`config.mk`:
```
export PLATFORM = sky130hd
export DESIGN_NAME = rx_cell_buf
export DESIGN_NICKNAME = d
export VERILOG_FILES = /design/src/rtl/rcb_pkg.sv /design/src/rtl/rcb_cell_ram.sv /design/src/rtl/rcb_ptr_ctrl.sv /design/src/rtl/rcb_irq_regs.sv /design/src/rtl/rx_cell_buf.sv
export SDC_FILE = /design/constraint.sdc
export NUM_CORES = 2
export LEC_CHECK = 0
export BUFFER_PORTS_ARGS = -buffer_cell sky130_fd_sc_hd__buf_2
export CORE_UTILIZATION = 30
export DETAILED_ROUTE_END_ITERATION = 8
export HOLD_SLACK_MARGIN = 0.02
export SYNTH_ARGS = -nofsm -noshare
export SYNTH_HDL_FRONTEND = slang
export SYNTH_SLANG_ARGS = --single-unit
```
`constraint.sdc`:
```
create_clock -name clk -period 9.4 [get_ports clk]
set_clock_uncertainty 0.1 [all_clocks]
set_input_delay 0.94 -clock clk [delete_from_list [all_inputs] [get_ports clk]]
set_output_delay 0.94 -clock clk [all_outputs]
set_load 0.01 [all_outputs]
```
`src/rtl/rcb_pkg.sv`:
```
package rcb_pkg;
  // status / event cause order, matches register bits 2..0
  typedef struct packed {
    logic ovf;
    logic unf;
    logic aln;
  } evt_t;

  localparam int REG_FLUSH_BIT = 6;
  localparam int REG_EN_LSB    = 3;
  localparam int CAUSES        = 3;
endpackage

```
`src/rtl/rcb_cell_ram.sv`:
```
module rcb_cell_ram #(
  parameter int DW    = 8,
  parameter int WORDS = 212,
  parameter int AW    = 8
) (
  input  logic          clk,
  input  logic          we,
  input  logic [AW-1:0] waddr,
  input  logic [DW-1:0] wdata,
  input  logic          re,
  input  logic [AW-1:0] raddr,
  output logic [DW-1:0] rdata
);
  logic [DW-1:0] mem [WORDS];

  always_ff @(posedge clk) begin
    if (we) mem[waddr] <= wdata;
  end

  always_ff @(posedge clk) begin
    if (re) rdata <= mem[raddr];
  end
endmodule

```
`src/rtl/rcb_ptr_ctrl.sv`:
```
module rcb_ptr_ctrl
  import rcb_pkg::*;
#(
  parameter int CELL_BYTES  = 53,
  parameter int DEPTH_CELLS = 4,
  parameter int AW          = 8,
  parameter int CNT_W       = 3
) (
  input  logic             clk,
  input  logic             rst,
  input  logic             flush,
  input  logic             wr_valid,
  input  logic             wr_soc,
  input  logic             rd_en,
  output logic             ram_we,
  output logic [AW-1:0]    ram_waddr,
  output logic             ram_re,
  output logic [AW-1:0]    ram_raddr,
  output logic             rd_valid,
  output logic             cell_avail,
  output logic [CNT_W-1:0] cnt,
  output evt_t             evt
);
  localparam int SLOT_W = (DEPTH_CELLS > 1) ? $clog2(DEPTH_CELLS) : 1;
  localparam int OFF_W  = $clog2(CELL_BYTES);
  localparam logic [OFF_W-1:0]  LAST_OFF  = OFF_W'(CELL_BYTES - 1);
  localparam logic [SLOT_W-1:0] LAST_SLOT = SLOT_W'(DEPTH_CELLS - 1);
  localparam logic [CNT_W-1:0]  FULL_CNT  = CNT_W'(DEPTH_CELLS);

  logic [SLOT_W-1:0] wslot, rslot;
  logic [OFF_W-1:0]  woff, roff;
  logic              wopen;
  logic [CNT_W-1:0]  cnt_q, cnt_d;
  logic              soc_acc, byte_acc, commit, release_c, drop, advance;

  function automatic logic [AW-1:0] cell_addr(input logic [SLOT_W-1:0] s,
                                              input logic [OFF_W-1:0] o);
    return AW'(s) * AW'(CELL_BYTES) + AW'(o);
  endfunction

  function automatic logic [SLOT_W-1:0] next_slot(input logic [SLOT_W-1:0] s);
    return (s == LAST_SLOT) ? '0 : s + 1'b1;
  endfunction

  always_comb begin
    soc_acc   = !flush && wr_valid && wr_soc;
    byte_acc  = !flush && wr_valid && !wr_soc && wopen;
    commit    = byte_acc && (woff == LAST_OFF);
    drop      = soc_acc && (cnt_q == FULL_CNT);
    ram_we    = soc_acc || byte_acc;
    ram_waddr = cell_addr(wslot, soc_acc ? '0 : woff);
    ram_re    = !flush && rd_en && (cnt_q != '0);
    ram_raddr = cell_addr(rslot, roff);
    release_c = ram_re && (roff == LAST_OFF);
    advance   = drop || release_c;
    cnt_d     = cnt_q + CNT_W'(commit) - CNT_W'(advance);
    evt.aln   = soc_acc && wopen;
    evt.unf   = !flush && rd_en && (cnt_q == '0);
    evt.ovf   = drop;
  end

  always_ff @(posedge clk) begin
    if (rst || flush) begin
      wslot      <= '0;
      woff       <= '0;
      wopen      <= 1'b0;
      rslot      <= '0;
      roff       <= '0;
      cnt_q      <= '0;
      cell_avail <= 1'b0;
      rd_valid   <= 1'b0;
    end else begin
      if (soc_acc) begin
        woff  <= OFF_W'(1);
        wopen <= 1'b1;
      end else if (byte_acc) begin
        if (commit) begin
          woff  <= '0;
          wopen <= 1'b0;
          wslot <= next_slot(wslot);
        end else begin
          woff <= woff + 1'b1;
        end
      end
      if (advance) begin
        rslot <= next_slot(rslot);
        roff  <= '0;
      end else if (ram_re) begin
        roff <= roff + 1'b1;
      end
      cnt_q      <= cnt_d;
      cell_avail <= (cnt_d != '0);
      rd_valid   <= ram_re;
    end
  end

  assign cnt = cnt_q;
endmodule

```
`src/rtl/rcb_irq_regs.sv`:
```
module rcb_irq_regs
  import rcb_pkg::*;
#(
  parameter int          ADDR_W   = 8,
  parameter logic [7:0]  REG_ADDR = 8'h6B
) (
  input  logic              clk,
  input  logic              rst,
  input  logic [ADDR_W-1:0] cpu_addr,
  input  logic              cpu_wr,
  input  logic              cpu_rd,
  input  logic [7:0]        cpu_wdata,
  input  evt_t              evt,
  output logic [7:0]        cpu_rdata,
  output logic              int_n,
  output logic              flush,
  output logic [CAUSES-1:0] status,
  output logic [CAUSES-1:0] enable
);
  logic              hit, rd_hit, wr_hit;
  logic [CAUSES-1:0] st_q, st_d, en_q, en_d;
  logic              flush_q;

  always_comb begin
    hit    = (cpu_addr == ADDR_W'(REG_ADDR));
    rd_hit = cpu_rd && hit;
    wr_hit = cpu_wr && hit;
    st_d   = (rd_hit ? '0 : st_q) | evt;
    en_d   = wr_hit ? cpu_wdata[REG_EN_LSB +: CAUSES] : en_q;
  end

  always_ff @(posedge clk) begin
    if (rst) begin
      st_q      <= '0;
      en_q      <= '0;
      flush_q   <= 1'b0;
      cpu_rdata <= '0;
      int_n     <= 1'b1;
    end else begin
      st_q      <= st_d;
      en_q      <= en_d;
      flush_q   <= wr_hit && cpu_wdata[REG_FLUSH_BIT];
      cpu_rdata <= rd_hit ? {1'b0, flush_q, en_q, st_q} : '0;
      int_n     <= ~|(st_d & en_d);
    end
  end

  assign flush  = flush_q;
  assign status = st_q;
  assign enable = en_q;
endmodule

```
`src/rtl/rx_cell_buf.sv`:
```
module rx_cell_buf
  import rcb_pkg::*;
#(
  parameter int         DATA_W      = 8,
  parameter int         CELL_BYTES  = 53,
  parameter int         DEPTH_CELLS = 4,
  parameter int         ADDR_W      = 8,
  parameter logic [7:0] REG_ADDR    = 8'h6B
) (
  input  logic              clk,
  input  logic              rst,
  input  logic              wr_valid,
  input  logic              wr_soc,
  input  logic [DATA_W-1:0] wr_data,
  input  logic              rd_en,
  output logic [DATA_W-1:0] rd_data,
  output logic              rd_valid,
  output logic              cell_avail,
  input  logic [ADDR_W-1:0] cpu_addr,
  input  logic              cpu_wr,
  input  logic              cpu_rd,
  input  logic [7:0]        cpu_wdata,
  output logic [7:0]        cpu_rdata,
  output logic              int_n
);
  localparam int WORDS = CELL_BYTES * DEPTH_CELLS;
  localparam int MEM_AW = $clog2(WORDS);
  localparam int CNT_W  = $clog2(DEPTH_CELLS + 1);

  logic              ram_we, ram_re, flush_w;
  logic [MEM_AW-1:0] ram_waddr, ram_raddr;
  logic [CNT_W-1:0]  cnt_w;
  logic [CAUSES-1:0] status_w, enable_w;
  evt_t              evt_w;

  rcb_ptr_ctrl #(
    .CELL_BYTES(CELL_BYTES), .DEPTH_CELLS(DEPTH_CELLS),
    .AW(MEM_AW), .CNT_W(CNT_W)
  ) u_ptr (
    .clk(clk), .rst(rst), .flush(flush_w),
    .wr_valid(wr_valid), .wr_soc(wr_soc), .rd_en(rd_en),
    .ram_we(ram_we), .ram_waddr(ram_waddr),
    .ram_re(ram_re), .ram_raddr(ram_raddr),
    .rd_valid(rd_valid), .cell_avail(cell_avail),
    .cnt(cnt_w), .evt(evt_w)
  );

  rcb_cell_ram #(.DW(DATA_W), .WORDS(WORDS), .AW(MEM_AW)) u_ram (
    .clk(clk), .we(ram_we), .waddr(ram_waddr), .wdata(wr_data),
    .re(ram_re), .raddr(ram_raddr), .rdata(rd_data)
  );

  rcb_irq_regs #(.ADDR_W(ADDR_W), .REG_ADDR(REG_ADDR)) u_regs (
    .clk(clk), .rst(rst), .cpu_addr(cpu_addr), .cpu_wr(cpu_wr),
    .cpu_rd(cpu_rd), .cpu_wdata(cpu_wdata), .evt(evt_w),
    .cpu_rdata(cpu_rdata), .int_n(int_n), .flush(flush_w),
    .status(status_w), .enable(enable_w)
  );
endmodule

```
==> summary.txt <==
Global routing
  – Grt ovf: 0
  – First-pass GRT wire length: 233,100 um
  – GRT Util Overall: 0.1397
  – Antenna violations before repair: 4
  – Largest net degree at the start of global routing: 134
  – Vias in the first global route: 32,200

STA
  – Final Hold Fails: 0
  – Fmax: 0.1836 GHz
  – Rel. slew slack: 0.1525
  – Fin Hold WS: 0.3328 ns
  – Tcrit/Tclk final: 0.5796
  – Tmin final: 5.448 ns
  – RSZ-0062 raised after global routing: no
  – Max-slew violation count: 0
  – Final setup vio count: 0
  – Worst Tran Pin Value: 1.271 ns
  – Final TNS setup: 0 ns

Power
  – Sequential share of power: 0.546
  – Switching part of the total: 0.2039
  – Final Power: 0.01562 W
  – Net Switching: 0.003185 W
  – Lkg Pwr: 23.27 nW
  – Combinational Power Share: 0.017
  – Pwr per Cell Area: 201.3 nW/um^2
  – Pint: 0.01243 W
  – Clk network pwr share: 0.437
  – VDD IR max: 195.2 uV

Yosys
  – Yosys warnings: 0
  – Post-Syn Instances: 3,132
  – Post-synth ARST share: 0
  – Synth Flop Type: edfxtp_1
  – Cell area after synthesis: 68,270 sq um
  – Avg Inst Size Synth: 21.80 sq um
  – Yosys reg bits: 1,741
  – Net count after synthesis: 3,199
  – Sequential area share after synthesis: 0.7604
  – Number of synthesized flops with an enable pin: 1,704
  – Distinct cell type count after synthesis: 60

Floorplan
  – I/O pin cnt: 50
  – Core footprint: 225,500 sq um
  – Die area: 229,500 sq um
  – Site Rows: 174
  – Starting Density: 0.3027
  – Die H: 479.0 um
  – Chip width: 479.0 um

Route
  – DR iter-0 viols: 3,651
  – Met3 wire length: 10,570 um
  – Routed met2 length: 77,770 um
  – Via/cell ratio: 4.989
  – Wirelength, routed: 161,900 um
  – WL per Instance: 25.41 um
  – M1 WL: 69,760 um
  – Number of antenna-violating nets in the routed design: 0
  – DR DRC count: 0
  – Vias post-DR: 31,800
  – DR pass1 iterations: 6
  – Top sig layer: met4

Setup path
  – Critical Path Sink Type: register
  – Slowest Stage Delay on Critical Path: 1.03 ns
  – Most used cell, CP: nor2_1
  – Critical path cell sequence: nor2b_1, and2_1, nor2_1, ha_1, ha_1, fa_1, a21oi_1, nor2_1, nor2_1, o21ai_0, nand3_1, nor2_1
  – CP startpoint kind: register
  – Critical Path Slowest Stage Cell: nand3_1
  – CP Max Fanout: 16
  – WP data required: 9.72 ns
  – Data arrival, critical path: 5.77 ns
  – WS Path Type: reg -> reg
  – CP bufs+invs: 0
  – Delay-heaviest family, CP: simple AND/OR/NAND/NOR gates

Placed design
  – Hpwl dp: 93,890 um
  – GPL Wtd Cong: 0.7742
  – Number of port buffers: 44
  – Placed Area: 71,970 sq um

Clocking
  – CTS resizes: 0
  – Setup Buffers After CTS: 0
  – H-tree depth: 4
  – TritonCTS clock tree: built
  – Root Buffer: clkbuf_16
  – Max clock buf depth: 3
  – Clk_lat worst skew: 0.82 ns
  – CTS Buf Count: 173
  – Cts hold-fix bufs: 0
  – Worst-path clk slew: 0.06 ns
  – CTS sink count: 1,741

Worst hold path
  – Worst Hold Class: in -> reg

Outcome
  – Outcome: completed

Final layout
  – Final Core Density: 0.3439
  – Fin area: 77,570 sq um
  – Share of layout cells above drive strength 1: 0.2547
  – Synth-to-Final Area Change: 13.62%
  – Nets: 3,303

Run
  – MaxCap Viol Count: 0
[registers in the layout, summed over array words and instances (netlist names)]
name and flops:
u_ram.mem 1696, u_ram.rdata 8, u_regs.cpu_rdata 7, u_ptr.roff 6, u_ptr.woff 6, u_ptr.cnt 3, u_regs.enable 3, u_regs.status 3
u_ptr.rslot 2, u_ptr.wslot 2, u_ptr.cell_avail 1, u_ptr.rd_valid 1, u_ptr.wopen 1, u_regs.flush 1, u_regs.int_n 1
[cell usage after synthesis, types with 3 or more instances]
cell type | instances | area share
a2111oi_0 | 8 | 0.0010
a211o_1 | 3 | 0.00038
a211oi_1 | 17 | 0.0019
a21o_1 | 3 | 0.00033
a21oi_1 | 17 | 0.0012
a22oi_1 | 5 | 0.00055
a311oi_1 | 6 | 0.00077
a31oi_1 | 4 | 0.00037
and2_1 | 15 | 0.0014
and3_1 | 4 | 0.00037
and4_1 | 4 | 0.00051
buf_1 | 10 | 0.00055
buf_2 | 59 | 0.0043
buf_4 | 29 | 0.0032
buf_6 | 13 | 0.0021
clkbuf_1 | 62 | 0.0034
dfxtp_1 | 37 | 0.011
edfxtp_1 | 1704 | 0.75
fa_1 | 5 | 0.0015
ha_1 | 31 | 0.0057
inv_1 | 21 | 0.0012
mux2_2 | 8 | 0.0013
mux2i_1 | 29 | 0.0043
mux4_2 | 504 | 0.17
nand2_1 | 82 | 0.0045
nand3_1 | 48 | 0.0035
nand4_1 | 20 | 0.0018
nor2_1 | 265 | 0.015
nor2b_1 | 20 | 0.0018
nor3_1 | 14 | 0.0010
nor3b_1 | 5 | 0.00055
o211ai_1 | 3 | 0.00033
o21ai_0 | 19 | 0.0014
o22ai_1 | 4 | 0.00037
or2_1 | 3 | 0.00027
or2_2 | 3 | 0.00027
xnor2_1 | 10 | 0.0013
xor2_1 | 10 | 0.0013
[per-stage QoR]
step	worst slack [ns]	std cells
detailed placement	3.362	6053
CTS	4.012	6372
floorplan	4.889	3132
global route	3.627	6373
global placement	3.293	6053
finish	3.952	6374
[routing by layer]
layer  up-vias  global-route usage
met1     17130              0.1952
met2      1156              0.2228
li1      13290                   -
met4         0             0.03887
met5         -                   0
met3       234             0.02589
[cell type report]
type	instances	area (sq um)
timing repair buffer	102	805.8
tap	2992	3744
antenna	2	5.005
clock inverter	111	1069
clock buffer	208	4524
inverter	22	82.58
fill	21010	148000
multi-input combinational	1196	15430
sequential	1741	51910
[power groups by stage]
stage / registers [W] / logic [W] / clock network, W
after floorplan: 0.00869 / 0.0000932 / 0
after global placement: 0.00869 / 0.000260 / 0
after detailed placement: 0.00869 / 0.000271 / 0
after CTS: 0.00852 / 0.000270 / 0.00694
after global routing: 0.00852 / 0.000285 / 0.00722
final: 0.00852 / 0.000264 / 0.00683
[cell usage in the layout, fill, tap and decap left out, types with 14 or more instances in the layout]
master     instances
a211oi_1          17
a21oi_1           17
and2_1            15
buf_2             36
buf_4             50
bufinv_16         14
clkbuf_1          32
clkbuf_16        176
clkinv_1          53
clkinv_2          25
dfxtp_1           37
edfxtp_1        1704
ha_1              29
inv_1             21
mux2i_1           29
mux4_2           504
nand2_1           82
nand3_1           48
nand4_1           20
nor2_1           264
nor2b_1           20
nor3_1            14
o21ai_0           19
[worst register-to-register path: cells and delay by family (launching register included)]
family / cells / cell delay [ns]
AOI/OAI and AO/OA: 2 / 0.97
DFF: 1 / 0.42
and+or+nand+nor: 7 / 2.92
adders and majority gates: 3 / 0.69
[path summary, 6_finish.rpt]
| check | startpoint | endpoint | slack, ns | cells past startpoint |
|---|---|---|---|---|
| min reg2reg | u_regs.enable[0] | u_regs.cpu_rdata[3] | 0.36 | 1 |
| max | u_regs.flush | u_ram.mem[133][1] | 3.95 | 12 |
| max reg2reg | u_regs.flush | u_ram.mem[133][1] | 3.95 | 12 |
| min | cpu_wdata[5] | u_regs.enable[2] | 0.33 | 3 |
[cell families (layout without fill, tap and decap cells)]
| logic type | Yosys count | in the layout | share of synthesized area |
|---|---|---|---|
| other cells | 1 | 3 | 0.00005493 |
| compound gates | 102 | 102 | 0.01028 |
| xor+xnor | 21 | 21 | 0.002804 |
| buf+inv | 195 | 443 | 0.01483 |
| fa+ha+maj | 36 | 36 | 0.007148 |
| simple gates | 493 | 493 | 0.03186 |
| mux | 543 | 543 | 0.1726 |
| flops | 1741 | 1741 | 0.7604 |
(Power assumes the default switching activity.)
